==> config.mk <==
export PLATFORM = sky130hd
export DESIGN_NAME = sirq_slave
export DESIGN_NICKNAME = d
export VERILOG_FILES = /design/src/rtl/sirq_pkg.sv /design/src/rtl/sirq_req_select.sv /design/src/rtl/sirq_frame_tracker.sv /design/src/rtl/sirq_slot_driver.sv /design/src/rtl/sirq_start_request.sv /design/src/rtl/sirq_slave.sv
export SDC_FILE = /design/constraint.sdc
export NUM_CORES = 1
export LEC_CHECK = 0
export BUFFER_PORTS_ARGS = -buffer_cell sky130_fd_sc_hd__clkbuf_2
export CELL_PAD_IN_SITES_DETAIL_PLACEMENT = 1
export CELL_PAD_IN_SITES_GLOBAL_PLACEMENT = 1
export CORE_MARGIN = 2
export CORE_UTILIZATION = 45
export CTS_CLUSTER_DIAMETER = 120
export DETAILED_ROUTE_END_ITERATION = 12
export PLACE_DENSITY = 0.93
export SLEW_MARGIN = 40
export SYNTH_ARGS = -nofsm -noshare
export SYNTH_HDL_FRONTEND = slang
export SYNTH_SLANG_ARGS = --single-unit
==> constraint.sdc <==
create_clock -name clk -period 6.2 [get_ports clk]
set_clock_uncertainty 0.2 [all_clocks]
set_input_delay 1.24 -clock clk [delete_from_list [all_inputs] [get_ports clk]]
set_output_delay 1.24 -clock clk [all_outputs]
set_load 0.02 [all_outputs]
==> src/rtl/sirq_pkg.sv <==
package sirq_pkg;

   typedef enum logic [2:0] {
      ST_IDLE  = 3'd0,
      ST_START = 3'd1,
      ST_SLOTS = 3'd2,
      ST_STOPW = 3'd3,
      ST_STOP  = 3'd4
   } sirq_state_t;

   typedef enum logic [1:0] {
      PH_SAMPLE = 2'd0,
      PH_RECOV  = 2'd1,
      PH_TURN   = 2'd2
   } sirq_phase_t;

endpackage

==> src/rtl/sirq_req_select.sv <==
module sirq_req_select #(
   parameter int NUM_IRQ     = 4,
   parameter int SEL_W       = 2,
   parameter bit ACTIVE_HIGH = 1'b1
) (
   input  logic [NUM_IRQ-1:0] irq_req,
   input  logic [SEL_W-1:0]   irq_sel,
   output logic               req_active
);

   localparam logic [SEL_W:0] NUM_L = (SEL_W+1)'(NUM_IRQ);

   logic in_range;
   logic raw;

   assign in_range = ({1'b0, irq_sel} < NUM_L);

   always_comb begin
      raw = 1'b0;
      for (int i = 0; i < NUM_IRQ; i++) begin
         if ({1'b0, irq_sel} == (SEL_W+1)'(i)) raw = irq_req[i];
      end
   end

   // polarity variant chosen at elaboration
   generate
      if (ACTIVE_HIGH) begin : g_pol_high
         assign req_active = in_range & raw;
      end else begin : g_pol_low
         assign req_active = in_range & ~raw;
      end
   endgenerate

endmodule

==> src/rtl/sirq_frame_tracker.sv <==
module sirq_frame_tracker
   import sirq_pkg::*;
#(
   parameter int NUM_SLOTS  = 17,
   parameter int START_MIN  = 4,
   parameter int START_MAX  = 8,
   parameter int STOP_QUIET = 2,
   parameter int STOP_CONT  = 3,
   parameter int SLOT_W     = 5,
   parameter int RUN_W      = 4
) (
   input  logic              clk,
   input  logic              rst_n,
   input  logic              line_i,
   output sirq_state_t       st_o,
   output sirq_state_t       nxt_st_o,
   output logic [SLOT_W-1:0] slot_o,
   output logic [SLOT_W-1:0] nxt_slot_o,
   output sirq_phase_t       phase_o,
   output sirq_phase_t       nxt_phase_o,
   output logic              quiet_o,
   output logic              start_ok_o
);

   localparam logic [RUN_W-1:0]  RUN_MAX   = {RUN_W{1'b1}};
   localparam logic [RUN_W-1:0]  RUN_ONE   = RUN_W'(1);
   localparam logic [RUN_W-1:0]  RUN_SMIN  = RUN_W'(START_MIN);
   localparam logic [RUN_W-1:0]  RUN_SMAX  = RUN_W'(START_MAX);
   localparam logic [RUN_W-1:0]  RUN_QUIET = RUN_W'(STOP_QUIET);
   localparam logic [RUN_W-1:0]  RUN_CONT  = RUN_W'(STOP_CONT);
   localparam logic [SLOT_W-1:0] LAST_SLOT = SLOT_W'(NUM_SLOTS-1);

   sirq_state_t       st, nxt_st;
   sirq_phase_t       phase, nxt_phase;
   logic [SLOT_W-1:0] slot, nxt_slot;
   logic [RUN_W-1:0]  run, nxt_run;
   logic              quiet, nxt_quiet;
   logic              start_ok;

   always_comb begin
      nxt_st    = st;
      nxt_slot  = slot;
      nxt_phase = phase;
      nxt_run   = run;
      nxt_quiet = quiet;
      start_ok  = 1'b0;
      case (st)
         ST_IDLE: begin
            if (!line_i) begin
               nxt_st  = ST_START;
               nxt_run = RUN_ONE;
            end
         end
         ST_START: begin
            if (!line_i) begin
               nxt_run = (run == RUN_MAX) ? run : run + RUN_ONE;
            end else if (run >= RUN_SMIN && run <= RUN_SMAX) begin
               nxt_st    = ST_SLOTS;
               nxt_slot  = '0;
               nxt_phase = PH_SAMPLE;
               start_ok  = 1'b1;
            end else begin
               nxt_st = ST_IDLE;
            end
         end
         ST_SLOTS: begin
            case (phase)
               PH_SAMPLE: nxt_phase = PH_RECOV;
               PH_RECOV:  nxt_phase = PH_TURN;
               default: begin
                  nxt_phase = PH_SAMPLE;
                  if (slot == LAST_SLOT) nxt_st = ST_STOPW;
                  else                   nxt_slot = slot + SLOT_W'(1);
               end
            endcase
         end
         ST_STOPW: begin
            if (!line_i) begin
               nxt_st  = ST_STOP;
               nxt_run = RUN_ONE;
            end
         end
         ST_STOP: begin
            if (!line_i) begin
               nxt_run = (run == RUN_MAX) ? run : run + RUN_ONE;
            end else begin
               if (run == RUN_QUIET)     nxt_quiet = 1'b1;
               else if (run == RUN_CONT) nxt_quiet = 1'b0;
               nxt_st = ST_IDLE;
            end
         end
         default: nxt_st = ST_IDLE;
      endcase
   end

   always_ff @(posedge clk) begin
      if (!rst_n) begin
         st    <= ST_IDLE;
         slot  <= '0;
         phase <= PH_SAMPLE;
         run   <= '0;
         quiet <= 1'b0;
      end else begin
         st    <= nxt_st;
         slot  <= nxt_slot;
         phase <= nxt_phase;
         run   <= nxt_run;
         quiet <= nxt_quiet;
      end
   end

   assign st_o        = st;
   assign nxt_st_o    = nxt_st;
   assign slot_o      = slot;
   assign nxt_slot_o  = nxt_slot;
   assign phase_o     = phase;
   assign nxt_phase_o = nxt_phase;
   assign quiet_o     = quiet;
   assign start_ok_o  = start_ok;


   slots_entry_chk: assert property (@(posedge clk) disable iff (!rst_n)
      (st == ST_SLOTS && $past(st) != ST_SLOTS) |->
         ($past(st) == ST_START && $past(run) >= RUN_SMIN && $past(run) <= RUN_SMAX));


   mode_change_chk: assert property (@(posedge clk) disable iff (!rst_n)
      !$stable(quiet) |-> ($past(st) == ST_STOP && st == ST_IDLE));


   turn_advance_chk: assert property (@(posedge clk) disable iff (!rst_n)
      (st == ST_SLOTS && phase == PH_TURN && slot != LAST_SLOT) |=>
         (st == ST_SLOTS && phase == PH_SAMPLE && slot == $past(slot) + SLOT_W'(1)));

endmodule

==> src/rtl/sirq_slot_driver.sv <==
module sirq_slot_driver
   import sirq_pkg::*;
#(
   parameter int SLOT_W = 5
) (
   input  sirq_state_t       nxt_st,
   input  logic [SLOT_W-1:0] nxt_slot,
   input  sirq_phase_t       nxt_phase,
   input  logic [SLOT_W-1:0] my_slot,
   input  logic              req_active,
   input  logic              cur_oe,
   input  logic              cur_val,
   output logic              slot_oe,
   output logic              slot_val
);

   logic mine_next;

   assign mine_next = (nxt_st == ST_SLOTS) && (nxt_slot == my_slot);

   always_comb begin
      slot_oe  = 1'b0;
      slot_val = 1'b0;
      if (mine_next && nxt_phase == PH_SAMPLE && !req_active) begin
         slot_oe  = 1'b1;
         slot_val = 1'b0;
      end else if (mine_next && nxt_phase == PH_RECOV && cur_oe && !cur_val) begin
         slot_oe  = 1'b1;
         slot_val = 1'b1;
      end
   end

endmodule

==> src/rtl/sirq_start_request.sv <==
module sirq_start_request
   import sirq_pkg::*;
(
   input  logic        clk,
   input  logic        rst_n,
   input  sirq_state_t st,
   input  logic        line_i,
   input  logic        quiet,
   input  logic        req_active,
   input  logic        start_ok,
   output logic        fire
);

   logic used;

   assign fire = (st == ST_IDLE) && line_i && quiet && req_active && !used;

   always_ff @(posedge clk) begin
      if (!rst_n)        used <= 1'b0;
      else if (start_ok) used <= 1'b0;
      else if (fire)     used <= 1'b1;
   end


   single_request_chk: assert property (@(posedge clk) disable iff (!rst_n)
      fire |=> !fire);

endmodule

==> src/rtl/sirq_slave.sv <==
module sirq_slave
   import sirq_pkg::*;
#(
   parameter int NUM_IRQ         = 4,
   parameter int NUM_SLOTS       = 17,
   parameter int START_MIN       = 4,
   parameter int START_MAX       = 8,
   parameter int STOP_QUIET      = 2,
   parameter int STOP_CONT       = 3,
   parameter bit REQ_ACTIVE_HIGH = 1'b1,
   localparam int SEL_W  = (NUM_IRQ > 1) ? $clog2(NUM_IRQ) : 1,
   localparam int SLOT_W = $clog2(NUM_SLOTS + 1),
   localparam int RUN_W  = $clog2(START_MAX + 2)
) (
   input  logic               clk,
   input  logic               rst_n,
   input  logic               serirq_i,
   input  logic [NUM_IRQ-1:0] irq_req,
   input  logic [SEL_W-1:0]   irq_sel,
   input  logic [SLOT_W-1:0]  slot_num,
   output logic               serirq_oe,
   output logic               serirq_o
);

   generate
      if (NUM_IRQ < 1) begin : g_bad_irq
         $error("sirq_slave: NUM_IRQ must be at least 1");
      end
      if (NUM_SLOTS < 1) begin : g_bad_slots
         $error("sirq_slave: NUM_SLOTS must be at least 1");
      end
      if (START_MIN < 2 || START_MIN > START_MAX) begin : g_bad_start
         $error("sirq_slave: start window must satisfy 2 <= START_MIN <= START_MAX");
      end
      if (STOP_QUIET < 1 || STOP_CONT < 1 || STOP_QUIET == STOP_CONT) begin : g_bad_stop
         $error("sirq_slave: stop lengths must be positive and distinct");
      end
      if (STOP_QUIET > START_MAX || STOP_CONT > START_MAX) begin : g_bad_stop_w
         $error("sirq_slave: stop lengths must fit the run counter");
      end
   endgenerate

   sirq_state_t       st, nxt_st;
   sirq_phase_t       phase, nxt_phase;
   logic [SLOT_W-1:0] slot, nxt_slot;
   logic              quiet, start_ok;
   logic              req_active;
   logic              slot_oe, slot_val, fire;
   logic              oe_q, val_q;

   sirq_req_select #(
      .NUM_IRQ     (NUM_IRQ),
      .SEL_W       (SEL_W),
      .ACTIVE_HIGH (REQ_ACTIVE_HIGH)
   ) i_sel (
      .irq_req    (irq_req),
      .irq_sel    (irq_sel),
      .req_active (req_active)
   );

   sirq_frame_tracker #(
      .NUM_SLOTS  (NUM_SLOTS),
      .START_MIN  (START_MIN),
      .START_MAX  (START_MAX),
      .STOP_QUIET (STOP_QUIET),
      .STOP_CONT  (STOP_CONT),
      .SLOT_W     (SLOT_W),
      .RUN_W      (RUN_W)
   ) i_track (
      .clk         (clk),
      .rst_n       (rst_n),
      .line_i      (serirq_i),
      .st_o        (st),
      .nxt_st_o    (nxt_st),
      .slot_o      (slot),
      .nxt_slot_o  (nxt_slot),
      .phase_o     (phase),
      .nxt_phase_o (nxt_phase),
      .quiet_o     (quiet),
      .start_ok_o  (start_ok)
   );

   sirq_slot_driver #(
      .SLOT_W (SLOT_W)
   ) i_drv (
      .nxt_st     (nxt_st),
      .nxt_slot   (nxt_slot),
      .nxt_phase  (nxt_phase),
      .my_slot    (slot_num),
      .req_active (req_active),
      .cur_oe     (oe_q),
      .cur_val    (val_q),
      .slot_oe    (slot_oe),
      .slot_val   (slot_val)
   );

   sirq_start_request i_req (
      .clk        (clk),
      .rst_n      (rst_n),
      .st         (st),
      .line_i     (serirq_i),
      .quiet      (quiet),
      .req_active (req_active),
      .start_ok   (start_ok),
      .fire       (fire)
   );

   always_ff @(posedge clk) begin
      if (!rst_n) begin
         oe_q  <= 1'b0;
         val_q <= 1'b0;
      end else begin
         oe_q  <= slot_oe | fire;
         val_q <= slot_oe & slot_val;
      end
   end

   assign serirq_oe = oe_q;
   assign serirq_o  = val_q;


   only_own_slot_chk: assert property (@(posedge clk) disable iff (!rst_n)
      serirq_oe |-> ((st == ST_SLOTS && slot == slot_num && phase != PH_TURN) ||
                     (st == ST_IDLE && quiet && !serirq_o)));


   low_then_high_chk: assert property (@(posedge clk) disable iff (!rst_n)
      (serirq_oe && !serirq_o && st == ST_SLOTS) |=> (serirq_oe && serirq_o));


   high_then_release_chk: assert property (@(posedge clk) disable iff (!rst_n)
      (serirq_oe && serirq_o) |=> !serirq_oe);


   pulse_one_clock_chk: assert property (@(posedge clk) disable iff (!rst_n)
      (serirq_oe && st == ST_IDLE) |=> !serirq_oe);


   no_cont_request_chk: assert property (@(posedge clk) disable iff (!rst_n)
      (st != ST_SLOTS && !quiet) |-> !serirq_oe);

endmodule

==> summary.md <==
| Metric | Value |
|---|---|
| Setup Buffers After CTS | `0` |
| Primary FF master, synth | `dfxtp_1` |
| Post-synth EDFFs | `0` |
| GPL Wtd Cong | `0.806` |
| Pwr dens | `151 nW/µm²` |
| Post-Synth XOR/XNOR Area | `3.43%` |
| Post-route antenna net violation count | `0` |
| Min Tclk post-route | `3.09 ns` |
| Adder-cell share of the synthesized area | `4.90%` |
| Final setup violation count | `0` |
| Worst Setup End Kind | `flop` |
| Worst setup path class | `input pin to flop` |
| Count of final hold-check violations | `0` |
| Clock Pin Slew Worst Setup and Hold Paths | `0.11 ns` |
| Ys async rst share | `0%` |
| NumNets Final | `185` |
| Core area | `2730 µm²` |
| Mapped cell area | `1280 µm²` |
| Synth top area share | `28.2%` |
| Main combinational cell family by area after synthesis | `simple AND/OR/NAND/NOR gates` |
| Drt wl/cell | `16.4 µm` |
| Worst VDD drop | `0.146 mV` |
| Number of library cell types mapped by synthesis | `42` |
| Post-CTS sizing | `0` |
| Area Growth Syn to Fin | `5.00%` |
| Setup ws final | `3.11 ns` |
| H-tree lvl count | `1` |
| P_int | `0.000149 W` |
| Tot GR Track Use | `21.3%` |
| Sequential power share | `58.4%` |
| Synthesized flop and latch total | `18` |
| First-pass GRT wire length | `5360 µm` |
| R2R Path Start | `i_track.run[0]$_SDFFE_PN0P_` |
| # clock sinks | `18` |
| Port bufs | `15` |
| Leading area contributor after synthesis | `dfxtp_1` |
| Total iterations of the first detailed-routing run | `4` |
| Clock power share | `30.9%` |
| Total of max-cap violations | `0` |
| Antenna Cells | `0` |
| Leak Pwr | `0.485 nW` |
| Ports | `16` |
| RSZ-0062 raised after global routing | `no` |
| DP HPWL | `2470 µm` |
| Largest net degree at the start of global routing | `12` |
| Non-filler instance count after layout | `195` |
| CP required | `6.21 ns` |
| TritonCTS clock tree | `yes` |
| Vias in the first global route | `1149` |
| Chip Height | `57.3 µm` |
| Simple-Gate Fraction of Synth Area | `31.3%` |
| Mux share of post-synthesis cell area | `3.53%` |
| Via count | `1139` |
| Die area | `3280 µm²` |
| Initial antenna violation count | `0` |
| Syn Area/Cell | `8.29 µm²` |
| Worst Path Arrival | `3.10 ns` |
| Post-Route WL | `3190 µm` |
| Combinational fraction of design power | `10.7%` |
| Worst slew pin tran | `0.618 ns` |
| Hold path start | `i_track.quiet_o$_SDFFE_PN0P_` |
| Compound-Gate Fraction of Synth Area | `20.3%` |
| Switching Share | `26.7%` |
| Outcome | `complete, no violations` |
| Maximum clock rate | `324 MHz` |
| CP Launch Type | `input pin` |
| Fill count | `330` |
| Layout cell share with drive strength beyond 1 | `19.5%` |
| Clock Latency Late Sink | `0.31 ns` |
| Register area share after synthesis | `28.2%` |
| # hold bufs at CTS | `0` |
| Cts bufs inserted | `3` |
| Util after Layout | `49.0%` |
| Yosys warning total | `0` |
| Tcrit/Tclk final | `49.9%` |
| Slew HR | `58.2%` |
| Worst Setup SP | `serirq_i` |
| Post-placement cell count | `192` |
| Row cnt | `19` |
| Setup Slack @ Placement | `2.80 ns` |
| CTS root buf | `clkbuf_4` |
| Worst Hold Class | `flop to flop` |
| Synth top area cells | `dfxtp_1 28%, ha_1 4.9%, a21oi_1 4.7%, nand2_1 4.1%, nor2_1 3.8%` |
| Iteration-0 DRC Markers | `25` |
| Initial Util | `46.7%` |
| Pins Over Slew Limit | `0` |
| Crit path max fanout | `7` |
| Setup TNS | `0 ns` |
| Sw Pwr | `0.0000542 W` |
| Syn_nets | `173` |
| Post-Syn Instances | `154` |
| Drt drc | `0` |
| CTS Buffer Depth | `2` |
| Via/cell ratio | `5.84` |
| Multi-input logic area | `810 µm²` |
| Overflow after GRT | `0` |
| Die width | `57.3 µm` |
| Reg area | `360 µm²` |
==> synthesized netlist by cell type, drive strengths merged, types with 3 or more instances <==
cell type / count
o21ai: 9
clkbuf: 5
xnor2: 4
nand2b: 8
a211oi: 3
nor2: 13
nand2: 14
a21oi: 12
inv: 9
buf: 3
nand4: 4
and2: 3
nor3: 8
dfxtp: 18
nor4: 3
nand3: 4
a31oi: 5
ha: 5
==> worst max-delay path: stages <==
cell	delay, ns
clkbuf_2	0.15
nand2b_4	0.10
a2111oi_4	0.56
or2_4	0.24
o221ai_2	0.09
or3_4	0.35
o41ai_2	0.36
==> layer usage <==
| metal | GRT usage [%] | wire length [µm] | vias to the layer above |
|---|---|---|---|
| li1 | - | - | 574 |
| met2 | 36.9 | 1640 | 22 |
| met5 | 0 | 0 | - |
| met1 | 26.3 | 1410 | 539 |
| met4 | 7.31 | 43 | 0 |
| met3 | 4.31 | 103 | 4 |
==> area by class of cell <==
cell class                 count  area share [%]
clock buffer                   3            1.68
sequential                    18            26.9
inverter                       9            2.52
timing repair buffer          15            5.60
multi-input combinational    119            60.4
tap                           31            2.89
==> power groups by stage <==
stage                     Sequential, W  Combinational (W)  Clock [W]
after detailed placement       0.000121          0.0000216          0
final                          0.000119          0.0000218  0.0000626
after floorplan                0.000120          0.0000142          0
after global routing           0.000119          0.0000240  0.0000683
after CTS                      0.000118          0.0000218  0.0000636
after global placement         0.000121          0.0000202          0
==> sequential cells by signal, summed over array words and instances, names as in the netlist <==
| signal | cells |
|---|---|
| serirq_o | 1 |
| i_track.slot_o | 5 |
| i_track.st_o | 3 |
| serirq_oe | 1 |
| i_track.phase_o | 2 |
| i_req.used | 1 |
| i_track.quiet_o | 1 |
| i_track.run | 4 |
==> stage by stage <==
step	instance area [µm²]	total power (W)	hold WS (ns)
6_report	1340	0.000203	0.312
5_1_grt	1340	0.000211	0.341
4_1_cts	1340	0.000204	0.318
3_5_place_dp	1320	0.000143	0.294
3_3_place_gp	1320	0.000141	0.280
2_1_floorplan	1280	0.000134	0.257
==> cell usage in the layout (no fill, tap or decap), types with 2 or more instances in the layout <==
master	count
nand4_1	4
xnor2_1	4
clkbuf_2	15
nand2b_1	7
nor2_1	13
dfxtp_1	18
a22oi_1	2
ha_1	5
a31oi_1	5
o21ai_0	9
nand2_1	14
clkbuf_4	3
a21oi_1	12
mux2_2	2
nor4_1	3
nor3_1	8
nand3_1	4
a211oi_1	3
inv_1	9
and2_1	3
==> path summary, 6_finish.rpt <==
check / end / slack [ns] / cells past startpoint
worst max-delay path: serirq_oe$_SDFF_PN0_ / 3.11 / 7
worst min-delay path: i_track.quiet_o$_SDFFE_PN0P_ / 0.31 / 2
worst max register to register: serirq_oe$_SDFF_PN0_ / 3.49 / 8
worst min register to register: i_track.quiet_o$_SDFFE_PN0P_ / 0.31 / 2
==> logic make-up after synthesis <==
logic type                 after synthesis
DFF                                     18
xor gates and xnor gates                 5
muxes                                    3
and+or+nand+nor                         69
adders and majority gates                5
AOI/OAI and AO/OA                       37
buffers and inverters                   17
(Power assumes the default switching activity.)
